`config.mk`:
```
export PLATFORM = sky130hd
export DESIGN_NAME = cascade_counter
export DESIGN_NICKNAME = d
export VERILOG_FILES = /design/src/rtl/cascade_counter_pkg.sv /design/src/rtl/cnt_carry_look.sv /design/src/rtl/cnt_stage.sv /design/src/rtl/cascade_counter.sv
export SDC_FILE = /design/constraint.sdc
export NUM_CORES = 1
export LEC_CHECK = 0
export CORE_AREA = 2 2 43 49
export CTS_CLUSTER_SIZE = 20
export DETAILED_ROUTE_END_ITERATION = 7
export DIE_AREA = 0 0 45 51
export MAX_ROUTING_LAYER = met4
export PLACE_DENSITY = 0.83
export SLEW_MARGIN = 20
export SYNTH_ARGS = -nofsm -noshare
export SYNTH_HDL_FRONTEND = slang
export SYNTH_SLANG_ARGS = --single-unit
```
`constraint.sdc`:
```
create_clock -name clk -period 2.84 [get_ports clk]
set_input_delay 0.426 -clock clk [delete_from_list [all_inputs] [get_ports clk]]
set_output_delay 0.426 -clock clk [all_outputs]
set_load 0.05 [all_outputs]
```
`src/rtl/cascade_counter_pkg.sv`:
```
package cascade_counter_pkg;
    parameter int STAGE_W = 4;

    typedef enum logic [1:0] {
        OP_HOLD  = 2'd0,
        OP_COUNT = 2'd1,
        OP_LOAD  = 2'd2
    } stage_op_t;

    typedef struct packed {
        logic [STAGE_W-1:0] cnt;
    } stage_st_t;
endpackage

```
`src/rtl/cnt_carry_look.sv`:
```
module cnt_carry_look #(
    parameter int W = 4
) (
    input  logic [W-1:0] cnt,
    input  logic         gate_t,
    output logic         carry
);
    // Look-ahead: the carry comes straight from the current state, with no register.
    always_comb begin
        carry = gate_t & (&cnt);
    end
endmodule

```
`src/rtl/cnt_stage.sv`:
```
module cnt_stage
    import cascade_counter_pkg::*;
(
    input  logic               clk,
    input  logic               clear_n,
    input  logic               load_n,
    input  logic               gate_p,
    input  logic               gate_t,
    input  logic [STAGE_W-1:0] pre_d,
    output logic [STAGE_W-1:0] cnt,
    output logic               carry
);
    stage_st_t state_d, state_q;
    stage_op_t op;

    always_comb begin
        state_d = state_q;
        if (!load_n)
            op = OP_LOAD;
        else if (gate_p && gate_t)
            op = OP_COUNT;
        else
            op = OP_HOLD;

        unique case (op)
            OP_LOAD:  state_d.cnt = pre_d;
            OP_COUNT: state_d.cnt = state_q.cnt + 1'b1;
            default:  state_d = state_q;
        endcase
    end

    always_ff @(posedge clk or negedge clear_n) begin
        if (!clear_n)
            state_q <= '0;
        else
            state_q <= state_d;
    end

    assign cnt = state_q.cnt;

    cnt_carry_look #(.W(STAGE_W)) carry_i (
        .cnt    (state_q.cnt),
        .gate_t (gate_t),
        .carry  (carry)
    );


    stage_load_chk: assert property (@(posedge clk) disable iff (!clear_n)
        !load_n |=> cnt == $past(pre_d));


    stage_inc_chk: assert property (@(posedge clk) disable iff (!clear_n)
        (load_n && gate_p && gate_t) |=> cnt == $past(cnt) + 1'b1);


    stage_hold_chk: assert property (@(posedge clk) disable iff (!clear_n)
        (load_n && !(gate_p && gate_t)) |=> $stable(cnt));


    stage_wrap_chk: assert property (@(posedge clk) disable iff (!clear_n)
        (load_n && gate_p && gate_t && (&cnt)) |=> cnt == '0);
endmodule

```
`src/rtl/cascade_counter.sv`:
```
module cascade_counter
    import cascade_counter_pkg::*;
#(
    parameter int NUM_STAGES = 3
) (
    input  logic                            clk,
    input  logic                            clear_n,
    input  logic                            load_n,
    input  logic                            count_en,
    input  logic                            chain_en,
    input  logic [NUM_STAGES*STAGE_W-1:0]   load_val,
    output logic [NUM_STAGES*STAGE_W-1:0]   count_q,
    output logic                            term_cnt
);
    localparam int TOTAL_W = NUM_STAGES * STAGE_W;

    logic [NUM_STAGES:0] t_link;

    assign t_link[0] = chain_en;

    for (genvar k = 0; k < NUM_STAGES; k++) begin : g_stage
        cnt_stage stage_i (
            .clk     (clk),
            .clear_n (clear_n),
            .load_n  (load_n),
            .gate_p  (count_en),
            .gate_t  (t_link[k]),
            .pre_d   (load_val[k*STAGE_W +: STAGE_W]),
            .cnt     (count_q[k*STAGE_W +: STAGE_W]),
            .carry   (t_link[k+1])
        );
    end

    assign term_cnt = t_link[NUM_STAGES];


    full_inc_chk: assert property (@(posedge clk) disable iff (!clear_n)
        (load_n && count_en && chain_en) |=> count_q == $past(count_q) + 1'b1);


    term_cnt_chk: assert property (@(posedge clk) disable iff (!clear_n)
        term_cnt == (chain_en && (count_q == {TOTAL_W{1'b1}})));


    full_wrap_chk: assert property (@(posedge clk) disable iff (!clear_n)
        (load_n && count_en && chain_en && (count_q == {TOTAL_W{1'b1}}))
            |=> (count_q == '0) && !term_cnt);
endmodule

```
==> impl_metrics.env <==
export IMPL_synth_cell_type_count=21
export IMPL_finalHoldViolCount=0
export IMPL_rsz0062_at_grt="false"
export IMPL_fmax_mhz=466
export IMPL_post_drt_via_cell_ratio=5.61
export IMPL_routabilityCongestion=0.796
export IMPL_nNetsFinal=130
export IMPL_cts_buffers=3
export IMPL_yosys_warnings=0
export IMPL_ys_seq_elements=12
export IMPL_p_per_area_mw_per_mm2=494
export IMPL_intPower_mw=0.310
export IMPL_final_setup_tns_ps=0
export IMPL_p_seq_share_pct=41.9
export IMPL_power_leakage_nw=0.388
export IMPL_io_pins=30
export IMPL_grt_pass1_wl_um=2800
export IMPL_n_fill_cell=181
export IMPL_cts_root_buf="clkbuf_4"
export IMPL_firstDrtPassIters=4
export IMPL_routedWlPerCell_um=13.4
export IMPL_status="complete, no violations"
export IMPL_num_rows=17
export IMPL_timing_hold_ws_ps=508
export IMPL_clockPowerShare_pct=21.2
export IMPL_maxSlewHeadroom_pct=47.8
export IMPL_maxCapViolCount=0
export IMPL_syn_inst=79
export IMPL_htreeDepth=1
export IMPL_wirelength_um=1700
export IMPL_path_clk_slew_ps=80
export IMPL_dpl_hpwl_um=1250
export IMPL_antenna_found_initial=0
export IMPL_period_needed_ps=2150
export IMPL_drc=0
export IMPL_drt_iter0_markers=14
export IMPL_cp_arrival_ps=1720
export IMPL_numClockSinks=12
export IMPL_holdBufCountCts=0
export IMPL_syn_area_um2=689
export IMPL_hp_class="input port to async pin"
export IMPL_final_util_pct=54.0
export IMPL_io_buffers=29
export IMPL_layoutNonFillerInstCount=127
export IMPL_placed_cells=124
export IMPL_worst_pin_slew_ps=781
export IMPL_finalSetupViolCount=0
export IMPL_worstPathMaxFanout=11
export IMPL_finalCritPeriodShare_pct=75.6
export IMPL_design_die_area_mm2=0.00230
export IMPL_largest_reg_flops=12
export IMPL_num_antenna_cells=0
export IMPL_cts_tree="done"
export IMPL_cts_resized=0
export IMPL_track_usage_pct=16.8
export IMPL_synth_fp_nets=99
export IMPL_clk_insertion_delay_late_ps=270
export IMPL_p_sw_share_pct=38.0
export IMPL_start_util_pct=36.8
export IMPL_drive_gt1_share_pct=4.63
export IMPL_skew_ps=6.88
export IMPL_pwr_share_comb_pct=36.9
export IMPL_grt_ovfl_total=0
export IMPL_core_area_mm2=0.00187
export IMPL_crit_path_start_kind="register"
export IMPL_p_switching_mw=0.189
export IMPL_avgSynthCellArea_um2=8.73
export IMPL_drv_slew=0
export IMPL_endpoint_kind="output port"
export IMPL_syn2layout_area_growth_pct=46.6
export IMPL_die_w_um=45
export IMPL_p_total_mw=0.499
export IMPL_postRouteAntennaNets=0
export IMPL_grt_max_degree=25
export IMPL_clockBufferDepth=2
export IMPL_die_y_um=51
export IMPL_grt_pass1_vias=658
export IMPL_post_cts_buffers=0
export IMPL_vias=712
export IMPL_cp_required_ps=2410
export IMPL_ys_seq_area_share_pct=43.6
export IMPL_critical_path_class="register to output port"
export IMPL_ir_drop_mv=0.227
==> metrics by stage <==
stage          worst slack, ps  area (um^2)
4_1_cts                    696         1010
6_report                   693         1010
3_5_place_dp               842          988
2_1_floorplan              115          689
3_3_place_gp               908          988
5_1_grt                    577         1010
==> routing by layer <==
metal | global-route usage, % | vias to the layer above | part of all wire [%]
met5 | - | - | 0
met4 | 6.37 | 0 | 0.47
met3 | 3.18 | 2 | 4.4
met2 | 26.7 | 20 | 51
met1 | 20.8 | 337 | 44
li1 | - | 353 | -
==> cell families (layout without fill, tap and decap cells) <==
group | count (synthesis) | count (layout) | synth area share, %
compound gates | 21 | 21 | 17.6
xor+xnor | 2 | 2 | 2.54
fa+ha+maj | 3 | 3 | 5.45
buf+inv | 6 | 35 | 3.45
flops | 12 | 12 | 43.6
mux | 1 | 1 | 1.45
simple gates | 34 | 34 | 26.0
==> cell usage in the layout, fill, tap and decap left out, types with 3 or more instances in the layout <==
| cell | n |
|---|---|
| o21ai_0 | 7 |
| inv_1 | 3 |
| a21oi_1 | 3 |
| nor2_1 | 12 |
| nand4_1 | 3 |
| clkdlybuf4s50_1 | 28 |
| dfrtp_1 | 12 |
| nand3_1 | 5 |
| clkbuf_4 | 3 |
| a31oi_1 | 9 |
| or3_1 | 7 |
| ha_1 | 3 |
==> layout make-up <==
| type | instances | area (um^2) | area share (%) |
|---|---|---|---|
| Inverter | 3 | 11.3 | 1.11 |
| Timing Repair Buffer | 29 | 288 | 28.5 |
| Clock buffer | 3 | 22.5 | 2.23 |
| Multi-Input combinational cell | 61 | 365 | 36.1 |
| Sequential cell | 12 | 300 | 29.7 |
| Tap cell | 19 | 23.8 | 2.35 |
==> synthesized netlist by cell type <==
| cell type | count | share of area, % |
|---|---|---|
| dfrtp_1 | 12 | 44 |
| nor2_1 | 12 | 6.5 |
| a31oi_1 | 9 | 8.2 |
| o21ai_0 | 7 | 5.1 |
| or3_1 | 7 | 6.4 |
| nand3_1 | 5 | 3.6 |
| a21oi_1 | 3 | 2.2 |
| ha_1 | 3 | 5.4 |
| inv_1 | 3 | 1.6 |
| nand4_1 | 3 | 2.7 |
| clkbuf_1 | 2 | 1.1 |
| nand2_1 | 2 | 1.1 |
| o31ai_1 | 2 | 2.2 |
| or4_1 | 2 | 2.2 |
| and2_1 | 1 | 0.91 |
| buf_2 | 1 | 0.73 |
| mux2i_1 | 1 | 1.5 |
| nand4_2 | 1 | 1.8 |
| nor3_1 | 1 | 0.73 |
| xnor2_1 | 1 | 1.3 |
| xor2_1 | 1 | 1.3 |
==> worst paths after layout <==
kind	end	slack (ps)	from	depth (start not counted)
worst max register to register	g_stage[2].stage_i.cnt[3]$_DFFE_PN0P_	1060	g_stage[0].stage_i.cnt[0]$_DFFE_PN0P_	4
worst min-delay path	g_stage[0].stage_i.cnt[2]$_DFFE_PN0P_	510	clear_n	1
worst min register to register	g_stage[2].stage_i.cnt[3]$_DFFE_PN0P_	590	g_stage[2].stage_i.cnt[3]$_DFFE_PN0P_	2
max in group asynchronous	g_stage[2].stage_i.cnt[0]$_DFFE_PN0P_	1960	clear_n	1
worst max-delay path	term_cnt	690	g_stage[0].stage_i.cnt[0]$_DFFE_PN0P_	4
min in group clk	g_stage[2].stage_i.cnt[3]$_DFFE_PN0P_	590	g_stage[2].stage_i.cnt[3]$_DFFE_PN0P_	2
==> power groups by stage <==
stage / sequential [mW] / clock [mW] / combinational (mW)
after floorplan: 0.271 / 0 / 0.0490
after global placement: 0.211 / 0 / 0.181
after detailed placement: 0.213 / 0 / 0.184
after CTS: 0.209 / 0.106 / 0.185
after global routing: 0.212 / 0.112 / 0.199
final: 0.209 / 0.106 / 0.184
==> worst max-delay path, stage by stage, from the launching register on <==
cell and delay, ps:
dfrtp_1 420, ha_1 210, nand4_1 300, nor3_1 280
buf_4 230
Note: power is estimated with default switching activity, not from simulation.
